===== src/rtl/hpd_pkg.sv =====
package hpd_pkg;

   typedef enum logic [1:0] {
      SLOT_IDLE   = 2'd0,
      SLOT_WATCH  = 2'd1,
      SLOT_REPORT = 2'd2
   } slot_state_e;

endpackage


===== src/rtl/hpd_slot.sv =====
module hpd_slot
   import hpd_pkg::*;
#(
   parameter int ADDR_W  = 26,
   parameter int CORE_W  = 3,
   parameter int N_PORTS = 2
) (
   input  logic                        clk,
   input  logic                        rst_n,
   input  logic                        alloc_i,
   input  logic [ADDR_W-1:0]           pf_addr_i,
   input  logic [CORE_W-1:0]           pf_core_i,
   input  logic [ADDR_W-1:0]           vic_addr_i,
   input  logic [CORE_W-1:0]           vic_core_i,
   input  logic [N_PORTS-1:0]          acc_valid_i,
   input  logic [N_PORTS-1:0]          acc_is_pf_i,
   input  logic [N_PORTS*ADDR_W-1:0]   acc_addr_i,
   input  logic                        grant_i,
   output logic                        report_o,
   output logic [CORE_W-1:0]           pf_core_o,
   output logic [CORE_W-1:0]           vic_core_o
);

   slot_state_e        state_q, state_d;
   logic [ADDR_W-1:0]  pf_addr_q, vic_addr_q;
   logic [CORE_W-1:0]  pf_core_q, vic_core_q;
   logic               vic_hit, pf_hit;

   // Only demand references count; prefetch-flagged accesses are skipped.
   always_comb begin
      vic_hit = 1'b0;
      pf_hit  = 1'b0;
      for (int p = 0; p < N_PORTS; p++) begin
         if (acc_valid_i[p] && !acc_is_pf_i[p]) begin
            if (acc_addr_i[p*ADDR_W +: ADDR_W] == vic_addr_q) vic_hit = 1'b1;
            if (acc_addr_i[p*ADDR_W +: ADDR_W] == pf_addr_q)  pf_hit  = 1'b1;
         end
      end
   end

   // Displaced-block hit is tested first, so a tie resolves as harmful.
   always_comb begin
      state_d = state_q;
      if (alloc_i) begin
         state_d = SLOT_WATCH;
      end else begin
         case (state_q)
            SLOT_WATCH: begin
               if (vic_hit)     state_d = SLOT_REPORT;
               else if (pf_hit) state_d = SLOT_IDLE;
            end
            SLOT_REPORT: begin
               if (grant_i) state_d = SLOT_IDLE;
            end
            default: state_d = SLOT_IDLE;
         endcase
      end
   end

   always_ff @(posedge clk) begin
      if (!rst_n) begin
         state_q    <= SLOT_IDLE;
         pf_addr_q  <= '0;
         vic_addr_q <= '0;
         pf_core_q  <= '0;
         vic_core_q <= '0;
      end else begin
         state_q <= state_d;
         if (alloc_i) begin
            pf_addr_q  <= pf_addr_i;
            vic_addr_q <= vic_addr_i;
            pf_core_q  <= pf_core_i;
            vic_core_q <= vic_core_i;
         end
      end
   end

   assign report_o   = (state_q == SLOT_REPORT);
   assign pf_core_o  = pf_core_q;
   assign vic_core_o = vic_core_q;

   AST_SLOT_LOAD: assert property (@(posedge clk) disable iff (!rst_n)
      alloc_i |=> (state_q == SLOT_WATCH) && (vic_addr_q == $past(vic_addr_i)));
   AST_SLOT_HARMFUL: assert property (@(posedge clk) disable iff (!rst_n)
      (state_q == SLOT_WATCH && vic_hit && !alloc_i) |=> report_o);
   AST_SLOT_TIE: assert property (@(posedge clk) disable iff (!rst_n)
      (state_q == SLOT_WATCH && vic_hit && pf_hit && !alloc_i) |=> report_o);
   AST_SLOT_BENIGN: assert property (@(posedge clk) disable iff (!rst_n)
      (state_q == SLOT_WATCH && !vic_hit && pf_hit && !alloc_i) |=> (state_q == SLOT_IDLE));
   AST_SLOT_RETIRE: assert property (@(posedge clk) disable iff (!rst_n)
      (report_o && grant_i && !alloc_i) |=> (state_q == SLOT_IDLE));
   AST_SLOT_HOLD: assert property (@(posedge clk) disable iff (!rst_n)
      (report_o && !grant_i && !alloc_i) |=> report_o);

endmodule


===== src/rtl/hpd_alloc_ring.sv =====
module hpd_alloc_ring #(
   parameter int N_ENTRIES = 8
) (
   input  logic                  clk,
   input  logic                  rst_n,
   input  logic                  push_i,
   output logic [N_ENTRIES-1:0]  slot_sel_o
);

   localparam int PTR_W = (N_ENTRIES > 1) ? $clog2(N_ENTRIES) : 1;

   logic [PTR_W-1:0] ptr_q, ptr_next;

   generate
      if ((N_ENTRIES & (N_ENTRIES - 1)) == 0) begin : g_pow2_wrap
         assign ptr_next = ptr_q + 1'b1;
      end else begin : g_cmp_wrap
         assign ptr_next = (ptr_q == PTR_W'(N_ENTRIES - 1)) ? '0 : ptr_q + 1'b1;
      end
   endgenerate

   always_ff @(posedge clk) begin
      if (!rst_n)      ptr_q <= '0;
      else if (push_i) ptr_q <= ptr_next;
   end

   always_comb begin
      for (int i = 0; i < N_ENTRIES; i++) begin
         slot_sel_o[i] = push_i && (ptr_q == PTR_W'(i));
      end
   end

   AST_ALLOC_ONEHOT: assert property (@(posedge clk) disable iff (!rst_n)
      push_i |-> $onehot(slot_sel_o));
   AST_PTR_MOVES: assert property (@(posedge clk) disable iff (!rst_n)
      push_i |=> !$stable(ptr_q));
   AST_PTR_HOLDS: assert property (@(posedge clk) disable iff (!rst_n)
      !push_i |=> $stable(ptr_q));
   AST_PTR_RANGE: assert property (@(posedge clk) disable iff (!rst_n)
      ptr_q <= PTR_W'(N_ENTRIES - 1));

endmodule


===== src/rtl/hpd_pick.sv =====
module hpd_pick #(
   parameter int N = 8
) (
   input  logic [N-1:0] req_i,
   output logic [N-1:0] grant_o
);

   always_comb begin
      logic taken;
      taken   = 1'b0;
      grant_o = '0;
      for (int i = 0; i < N; i++) begin
         if (req_i[i] && !taken) begin
            grant_o[i] = 1'b1;
            taken      = 1'b1;
         end
      end
   end

endmodule


===== src/rtl/harmful_pf_detector.sv =====
module harmful_pf_detector
   import hpd_pkg::*;
#(
   parameter int  ADDR_W    = 26,
   parameter int  N_CORES   = 6,
   parameter int  N_ENTRIES = 8,
   parameter int  N_PORTS   = 2,
   localparam int CORE_W    = (N_CORES > 1) ? $clog2(N_CORES) : 1
) (
   input  logic                       clk,
   input  logic                       rst_n,
   input  logic                       fill_valid,
   input  logic                       fill_is_pf,
   input  logic [CORE_W-1:0]          fill_core,
   input  logic [ADDR_W-1:0]          fill_addr,
   input  logic                       fill_victim_valid,
   input  logic [CORE_W-1:0]          fill_victim_core,
   input  logic [ADDR_W-1:0]          fill_victim_addr,
   input  logic [N_PORTS-1:0]         acc_valid,
   input  logic [N_PORTS-1:0]         acc_is_pf,
   input  logic [N_PORTS*CORE_W-1:0]  acc_core,
   input  logic [N_PORTS*ADDR_W-1:0]  acc_addr,
   output logic                       pfev_valid,
   output logic [CORE_W-1:0]          pfev_core,
   output logic                       missev_valid,
   output logic [CORE_W-1:0]          missev_core
);

   generate
      if (ADDR_W < 1)    begin : g_bad_addr  $error("ADDR_W must be at least 1");    end
      if (N_CORES < 2)   begin : g_bad_cores $error("N_CORES must be at least 2");   end
      if (N_ENTRIES < 2) begin : g_bad_depth $error("N_ENTRIES must be at least 2"); end
      if (N_PORTS < 1)   begin : g_bad_ports $error("N_PORTS must be at least 1");   end
   endgenerate

   logic                  do_alloc;
   logic [N_ENTRIES-1:0]  alloc_vec, report_vec, grant_vec;
   logic [CORE_W-1:0]     slot_pf_core  [N_ENTRIES];
   logic [CORE_W-1:0]     slot_vic_core [N_ENTRIES];
   logic [CORE_W-1:0]     sel_pf_core, sel_vic_core;
   logic                  evt_q;
   logic [CORE_W-1:0]     evt_pf_core_q, evt_vic_core_q;

   assign do_alloc = fill_valid && fill_is_pf && fill_victim_valid;

   hpd_alloc_ring #(
      .N_ENTRIES (N_ENTRIES)
   ) i_ring (
      .clk        (clk),
      .rst_n      (rst_n),
      .push_i     (do_alloc),
      .slot_sel_o (alloc_vec)
   );

   generate
      for (genvar s = 0; s < N_ENTRIES; s++) begin : g_slot
         hpd_slot #(
            .ADDR_W  (ADDR_W),
            .CORE_W  (CORE_W),
            .N_PORTS (N_PORTS)
         ) i_slot (
            .clk         (clk),
            .rst_n       (rst_n),
            .alloc_i     (alloc_vec[s]),
            .pf_addr_i   (fill_addr),
            .pf_core_i   (fill_core),
            .vic_addr_i  (fill_victim_addr),
            .vic_core_i  (fill_victim_core),
            .acc_valid_i (acc_valid),
            .acc_is_pf_i (acc_is_pf),
            .acc_addr_i  (acc_addr),
            .grant_i     (grant_vec[s]),
            .report_o    (report_vec[s]),
            .pf_core_o   (slot_pf_core[s]),
            .vic_core_o  (slot_vic_core[s])
         );
      end
   endgenerate

   hpd_pick #(
      .N (N_ENTRIES)
   ) i_pick (
      .req_i   (report_vec),
      .grant_o (grant_vec)
   );

   always_comb begin
      sel_pf_core  = '0;
      sel_vic_core = '0;
      for (int i = 0; i < N_ENTRIES; i++) begin
         if (grant_vec[i]) begin
            sel_pf_core  = sel_pf_core  | slot_pf_core[i];
            sel_vic_core = sel_vic_core | slot_vic_core[i];
         end
      end
   end

   always_ff @(posedge clk) begin
      if (!rst_n) begin
         evt_q          <= 1'b0;
         evt_pf_core_q  <= '0;
         evt_vic_core_q <= '0;
      end else begin
         evt_q          <= |report_vec;
         evt_pf_core_q  <= sel_pf_core;
         evt_vic_core_q <= sel_vic_core;
      end
   end

   assign pfev_valid   = evt_q;
   assign missev_valid = evt_q;
   assign pfev_core    = evt_pf_core_q;
   assign missev_core  = evt_vic_core_q;

   AST_FILL_DISTINCT: assert property (@(posedge clk) disable iff (!rst_n)
      do_alloc |-> (fill_addr != fill_victim_addr));
   AST_FILL_CORE_RANGE: assert property (@(posedge clk) disable iff (!rst_n)
      do_alloc |-> (fill_core < CORE_W'(N_CORES - 1) + 1'b1 || fill_core == CORE_W'(N_CORES - 1))
                   && (fill_victim_core <= CORE_W'(N_CORES - 1)));
   AST_GRANT_ONEHOT: assert property (@(posedge clk) disable iff (!rst_n)
      $onehot0(grant_vec));
   AST_GRANT_IN_REQ: assert property (@(posedge clk) disable iff (!rst_n)
      (grant_vec & ~report_vec) == '0);
   AST_GRANT_WHEN_REQ: assert property (@(posedge clk) disable iff (!rst_n)
      (|report_vec) |-> (|grant_vec));
   AST_EVT_SOURCE: assert property (@(posedge clk) disable iff (!rst_n)
      $rose(pfev_valid) |-> $past(|report_vec));
   AST_EVT_IDLE_ZERO: assert property (@(posedge clk) disable iff (!rst_n)
      !pfev_valid |-> (pfev_core == '0 && missev_core == '0));

   generate
      for (genvar p = 0; p < N_PORTS; p++) begin : g_port_chk
         AST_ACC_CORE_RANGE: assert property (@(posedge clk) disable iff (!rst_n)
            acc_valid[p] |-> (acc_core[p*CORE_W +: CORE_W] <= CORE_W'(N_CORES - 1)));
      end
   endgenerate

endmodule


===== config.mk =====
export PLATFORM = sky130hd
export DESIGN_NAME = harmful_pf_detector
export DESIGN_NICKNAME = d
export VERILOG_FILES = /design/src/rtl/hpd_pkg.sv /design/src/rtl/hpd_slot.sv /design/src/rtl/hpd_alloc_ring.sv /design/src/rtl/hpd_pick.sv /design/src/rtl/harmful_pf_detector.sv
export SDC_FILE = /design/constraint.sdc
export NUM_CORES = 2
export LEC_CHECK = 0
export ABC_AREA = 1
export BUFFER_PORTS_ARGS = -buffer_cell sky130_fd_sc_hd__buf_4
export CORE_MARGIN = 2
export CORE_UTILIZATION = 30
export CTS_CLUSTER_SIZE = 14
export DETAILED_ROUTE_END_ITERATION = 10
export GPL_TIMING_DRIVEN = 0
export PLACE_DENSITY = 0.44
export SYNTH_ARGS = -nofsm -noshare
export SYNTH_HDL_FRONTEND = slang
export SYNTH_SLANG_ARGS = --single-unit

===== constraint.sdc =====
create_clock -name clk -period 4 [get_ports clk]
set_input_delay 0.2 -clock clk [delete_from_list [all_inputs] [get_ports clk]]
set_output_delay 0.2 -clock clk [all_outputs]
set_load 0.005 [all_outputs]

; Word level (Yosys, flattened, before mapping)
; Cells that the tools add are included.
[classes]
n_addsub = 1
n_eq_ne = 87
muxes = 134
n_bitwise = 15
reduce_logical = 54
[op_table]
columns = operator, n
row1 = $eq A26 B26 Y1, 32
row2 = $mux W1, 86
row3 = $mux W2, 24
row4 = $mux W3, 16
row5 = $ne A3 B1 Y1 const B, 16
row6 = $or A3 B3 Y3, 14
row7 = $ne A4 B1 Y1 const B, 8
row8 = $pmux W2 S2, 8
row9 = $reduce_and A2 Y1, 16
row10 = $logic_and A1 B1 Y1, 19
row11 = $eq A2 B1 Y1 const B, 8
row12 = $eq A2 B2 Y1 const B, 8
row13 = $ne A2 B1 Y1 const B, 8
row14 = $reduce_or A2 Y1, 8
row15 = $eq A3 B3 Y1 const B, 4
row16 = $logic_not A1 Y1, 9
row17 = $reduce_or A8 Y1, 1
row18 = $eq A3 B2 Y1 const B, 2
row19 = $add A3 B1 Y3 const B, 1
row20 = $eq A3 B1 Y1 const B, 1
row21 = $logic_not A3 Y1, 1
row22 = $not A1 Y1, 1
[totals]
register_bits = 490
inputBits = 125
output_inout_bits = 8
elab_cells = 343

; Longest topological paths before layout
[logic_depth]
depth_word = 26
mapped_depth = 13
ltp_nobuf = 11

; By module
; From an unflattened synthesis, not the netlist that was laid out.
[hier_totals]
cells_unflattened = 5437
area_unflattened_um2 = 31039.8
[by_module_without_submodules]
columns = mod, instances, cells_per_inst, area_each_um2, seq_area_each_um2
row1 = hpd_slot, 8, 659, 3768.6, 1201.2
row2 = harmful_pf_detector, 1, 106, 530.5, 140.1
row3 = hpd_alloc_ring, 1, 41, 270.3, 60.1
row4 = hpd_pick, 1, 18, 90.1, 0.0

; Worst setup path after synthesis
; Ideal clock, no wire load.
[synth_path]
kind = register -> register
startpoint = reg i_ring.ptr_q[0]
endpoint = reg g_slot[0].i_slot.pf_addr_q[14]
setup_ns = 0.070
arrival_time_ns = 1.448
required_time_ns = 3.930
slack_ns = 2.482
stages_incl_launch_ff = 9
path_buffers = 2
period_less_slack_ns = 1.518
cell_sequence = dfxtp_1 inv_1 ha_1 inv_1 nor3_1 inv_2 buf_2 buf_2 a21oi_1
[synth_between]
elab_chain_cells = 2
[synth_lines]
columns = item, line_no
row1 = start: declaration, hpd_alloc_ring.sv:12  ; logic [PTR_W-1:0] ptr_q, ptr_next;
row2 = start signal: assignment, hpd_alloc_ring.sv:24  ; else if (push_i) ptr_q <= ptr_next;
row3 = $logic_not A3 Y1, hpd_alloc_ring.sv:29  ; slot_sel_o[i] = push_i && (ptr_q == PTR_W'(i));
row4 = $logic_and A1 B1 Y1, hpd_alloc_ring.sv:29
row5 = end signal: assignment, hpd_slot.sv:70  ; pf_addr_q <= pf_addr_i;
row6 = end: declaration, hpd_slot.sv:25  ; logic [ADDR_W-1:0] pf_addr_q, vic_addr_q;
; No other way between the ends.
; A chain may end at the register's enable or synchronous reset.

; Final worst setup path
[layout_path]
startpoint = reg i_ring.ptr_q[2]
endpoint = reg g_slot[3].i_slot.pf_addr_q[3]
[layout_between]
elab_chain_cells = 2
[layout_lines]
columns = item, line_no
row1 = $eq A3 B2 Y1, hpd_alloc_ring.sv:29
row2 = $logic_and A1 B1 Y1, hpd_alloc_ring.sv:29
row3 = end signal: assignment, hpd_slot.sv:70
row4 = end: declaration, hpd_slot.sv:25
; No other way between the ends.

==> metrics.cfg <==
[sta]
drv_slew = 0
fin_crit_sh_pct = 73.7
relSlewSlack_pct = 3.49
tightest_slew_ps = 1440
period_minus_slack_ps = 2950
setup_violations = 0
setup_tns_ps = 0
finalHoldViolations = 0
max_freq_ghz = 0.339
hold_slack_ps = 24.4
rsz0062_at_grt = false
fin_skew_ps = 26.9

[placed_design]
place_congestion = 1.05
dp_hpwl_um = 166000
numPlacedInstances = 6651
portBuffers = 79

[logic_synthesis]
ys_seq_area_share_pct = 32.3
synthCells = 5214
syn-mean-instance-area_um2 = 5.83
syn-cell-area_um2 = 30400
yosysWarnings = 0
yosys_register_bits = 490
synth_cell_types = 33
syn_nets = 5345

[layout]
final_cells = 6823
final_core_util_pct = 35.2
syn2layout_area_growth_pct = 16.0
layout.nets = 5525
layout-drive-gt1-share_pct = 6.91

[status]
status = finished, final reports clean

[floorplanning]
dieWidth_um = 322
core_area_um2 = 100000
start_util_pct = 30.3
fp.dieH_um = 322
fp.dieArea_um2 = 104000
ios = 133
fp-row-count = 116

[global_routing]
track_usage_pct = 46.9
grt_max_degree = 12
grt_overflow = 0
grt_pass1_wl_um = 321000
grt_pass1_vias = 34900
antenna_found_initial = 59

[critical_path]
crit_fanout = 10
path_class = reg2reg
cp-startpoint = i_ring.ptr_q[2]
worstPathArrival_ps = 3440
reg2reg_from = i_ring.ptr_q[2]
reg2reg_slack_ps = 1050
endpoint_kind = flop
cp-start-kind = flop
r2r_end = g_slot[3].i_slot.pf_addr_q[3]
crit_required_ps = 4490
crit_path_end = g_slot[3].i_slot.pf_addr_q[3]
r2r.worst_path.cells = 5

[clock_network]
cts_buffer_depth = 3
numCtsBuffers = 68
clkSinkCount = 490
clock_latency_ps = 680
cts_root_buffer = clkbuf_16
post-cts-setup-buffers = 0
path_clk_slew_ps = 60
ctsHoldBuffers = 30
cts_resized = 0
cts_tree = done
cts_htree_levels = 3

[power_and_ir_drop]
max-vdd-ir-drop_v = 0.000272
leakagePower_nw = 15.0
p_per_area_nw_per_um2 = 397

[worst_hold_path]
hp-class = in2reg

[route]
ant_nets = 0
dr.pass1.iters = 6
wire_per_inst_um = 36.7
drcViolationCount = 0
vias = 39900
drtIter0Drc = 7908
viasPerCell = 5.84
drt_wl_total_um = 250000

[flow_run]
cap_viol_max_count = 0

[state kept, by name, summed over array words and instances, names as in the netlist]
name / flops
missev_core: 3
missev_valid: 1
g_slot.i_slot.state_q: 16
g_slot.i_slot.pf_core_o: 24
g_slot.i_slot.vic_addr_q: 208
g_slot.i_slot.vic_core_o: 24
i_ring.ptr_q: 3
g_slot.i_slot.pf_addr_q: 208
pfev_core: 3
[how the worst min path moves through the flow]
stage | end | from | slack [ps] | depth (start not counted)
final | g_slot[3].i_slot.pf_addr_q[22] | fill_addr[22] | 20 | 3
after CTS | g_slot[5].i_slot.pf_addr_q[7] | fill_addr[7] | 0.6 | 3
after floorplan | g_slot[4].i_slot.pf_core_o[0] | fill_core[0] | 330 | 2
after detailed placement | g_slot[0].i_slot.vic_core_o[2] | g_slot[0].i_slot.vic_core_o[2] | 450 | 2
after global routing | g_slot[5].i_slot.pf_addr_q[10] | fill_addr[10] | 20 | 3
after global placement | g_slot[1].i_slot.vic_core_o[1] | g_slot[1].i_slot.vic_core_o[1] | 440 | 2
[final cells by class]
cell class / count / area (um^2)
repair buffers: 110 / 908
flip-flops and latches: 490 / 9810
inverters: 533 / 2000
clock inverters: 17 / 190
multi-input cells: 3895 / 17100
well taps: 1357 / 1700
clock buffers: 102 / 2020
diodes: 23 / 57.6
plain buffers: 296 / 1500
fillers: 11600 / 65000
[synth_stat cells]
| master | n | area [um^2] |
|---|---|---|
| clkbuf_2 | 10 | 50.1 |
| nand4_2 | 1 | 12.5 |
| xor2_1 | 33 | 289 |
| nor3_4 | 1 | 16.3 |
| nand2_4 | 1 | 11.3 |
| nand3_2 | 1 | 10.0 |
| o211ai_1 | 5 | 37.5 |
| nor2_2 | 1 | 6.26 |
| buf_6 | 7 | 78.8 |
| buf_2 | 109 | 546 |
| o21bai_1 | 3 | 22.5 |
| buf_1 | 3 | 11.3 |
| nand2_1 | 1935 | 7260 |
| o21ai_1 | 4 | 20.0 |
| o21ai_0 | 528 | 2640 |
| buf_4 | 42 | 315 |
| nor3_1 | 5 | 25.0 |
| o22ai_1 | 9 | 56.3 |
| inv_2 | 12 | 45.0 |
| or2_0 | 1 | 6.26 |
| clkinv_1 | 9 | 33.8 |
| dfxtp_1 | 490 | 9810 |
| nand4_1 | 66 | 413 |
| nor4_1 | 1 | 6.26 |
| ha_1 | 6 | 75.1 |
| clkbuf_8 | 3 | 41.3 |
| inv_1 | 512 | 1920 |
| nor2_1 | 632 | 2370 |
| or2_2 | 3 | 18.8 |
| xnor2_1 | 124 | 1090 |
| a21oi_1 | 436 | 2180 |
| clkbuf_1 | 122 | 458 |
| nand3_1 | 99 | 495 |
[power breakdown]
part | switching (W) | internal, W | leakage, nW
Clock | 0.00278 | 0.00368 | 1.10
Combinational | 0.00203 | 0.000501 | 9.99
Sequential | 0.0000491 | 0.00494 | 3.95
Total | 0.00486 | 0.00912 | 15.0
[worst max-delay path, stage by stage (launching register included)]
cell and delay, ps:
dfxtp_1 430, inv_2 100, ha_1 200, nand2_1 760, clkbuf_1 1090, a21oi_1 180
[routing by layer]
metal	GRT usage [%]	vias up	routed length (um)
met2	65.5	3391	98200
met5	0.880	-	207
met1	59.0	18900	93200
met4	37.7	14	23700
li1	-	16600	-
met3	14.9	1002	34800
[stage by stage]
| step | instance area, um^2 | total power [W] | setup slack, ps |
|---|---|---|---|
| after floorplan | 30400 | 0.00604 | 2480 |
| after global placement | 32700 | 0.00739 | 782 |
| after detailed placement | 32700 | 0.00739 | 762 |
| after CTS | 35200 | 0.0137 | 1300 |
| after global routing | 35200 | 0.0140 | 1140 |
| final | 35300 | 0.0140 | 1050 |
[kinds of logic (layout without fill, tap and decap cells)]
| family | after synthesis | in the layout | synth area share, % |
|---|---|---|---|
| XOR/XNOR | 157 | 157 | 4.53 |
| other | 0 | 23 | 0 |
| AND/OR/NAND/NOR | 2747 | 2747 | 35.1 |
| adder cells (fa/ha/maj) | 6 | 6 | 0.247 |
| AO/OA/AOI/OAI | 985 | 985 | 16.3 |
| buffers and inverters | 829 | 1058 | 11.5 |
| flip-flops | 490 | 490 | 32.3 |
[cell usage in the layout, fill, tap and decap left out, types with 3 or more instances in the layout]
cell type,instances
nand2_1,1935
nor2_1,632
o21ai_0,528
inv_1,512
dfxtp_1,490
a21oi_1,436
clkbuf_1,136
xnor2_1,124
buf_4,121
buf_2,109
nand3_1,99
clkbuf_16,68
nand4_1,66
xor2_1,33
dlygate4sd3_1,30
diode_2,23
clkbuf_8,22
inv_2,12
clkbuf_2,11
clkinv_1,9
o22ai_1,9
clkinv_2,8
buf_6,7
ha_1,6
o211ai_1,5
nor3_1,5
inv_6,5
o21ai_1,4
buf_1,3
o21bai_1,3
or2_2,3
bufinv_16,3
Note: power is estimated with default switching activity, not from simulation.
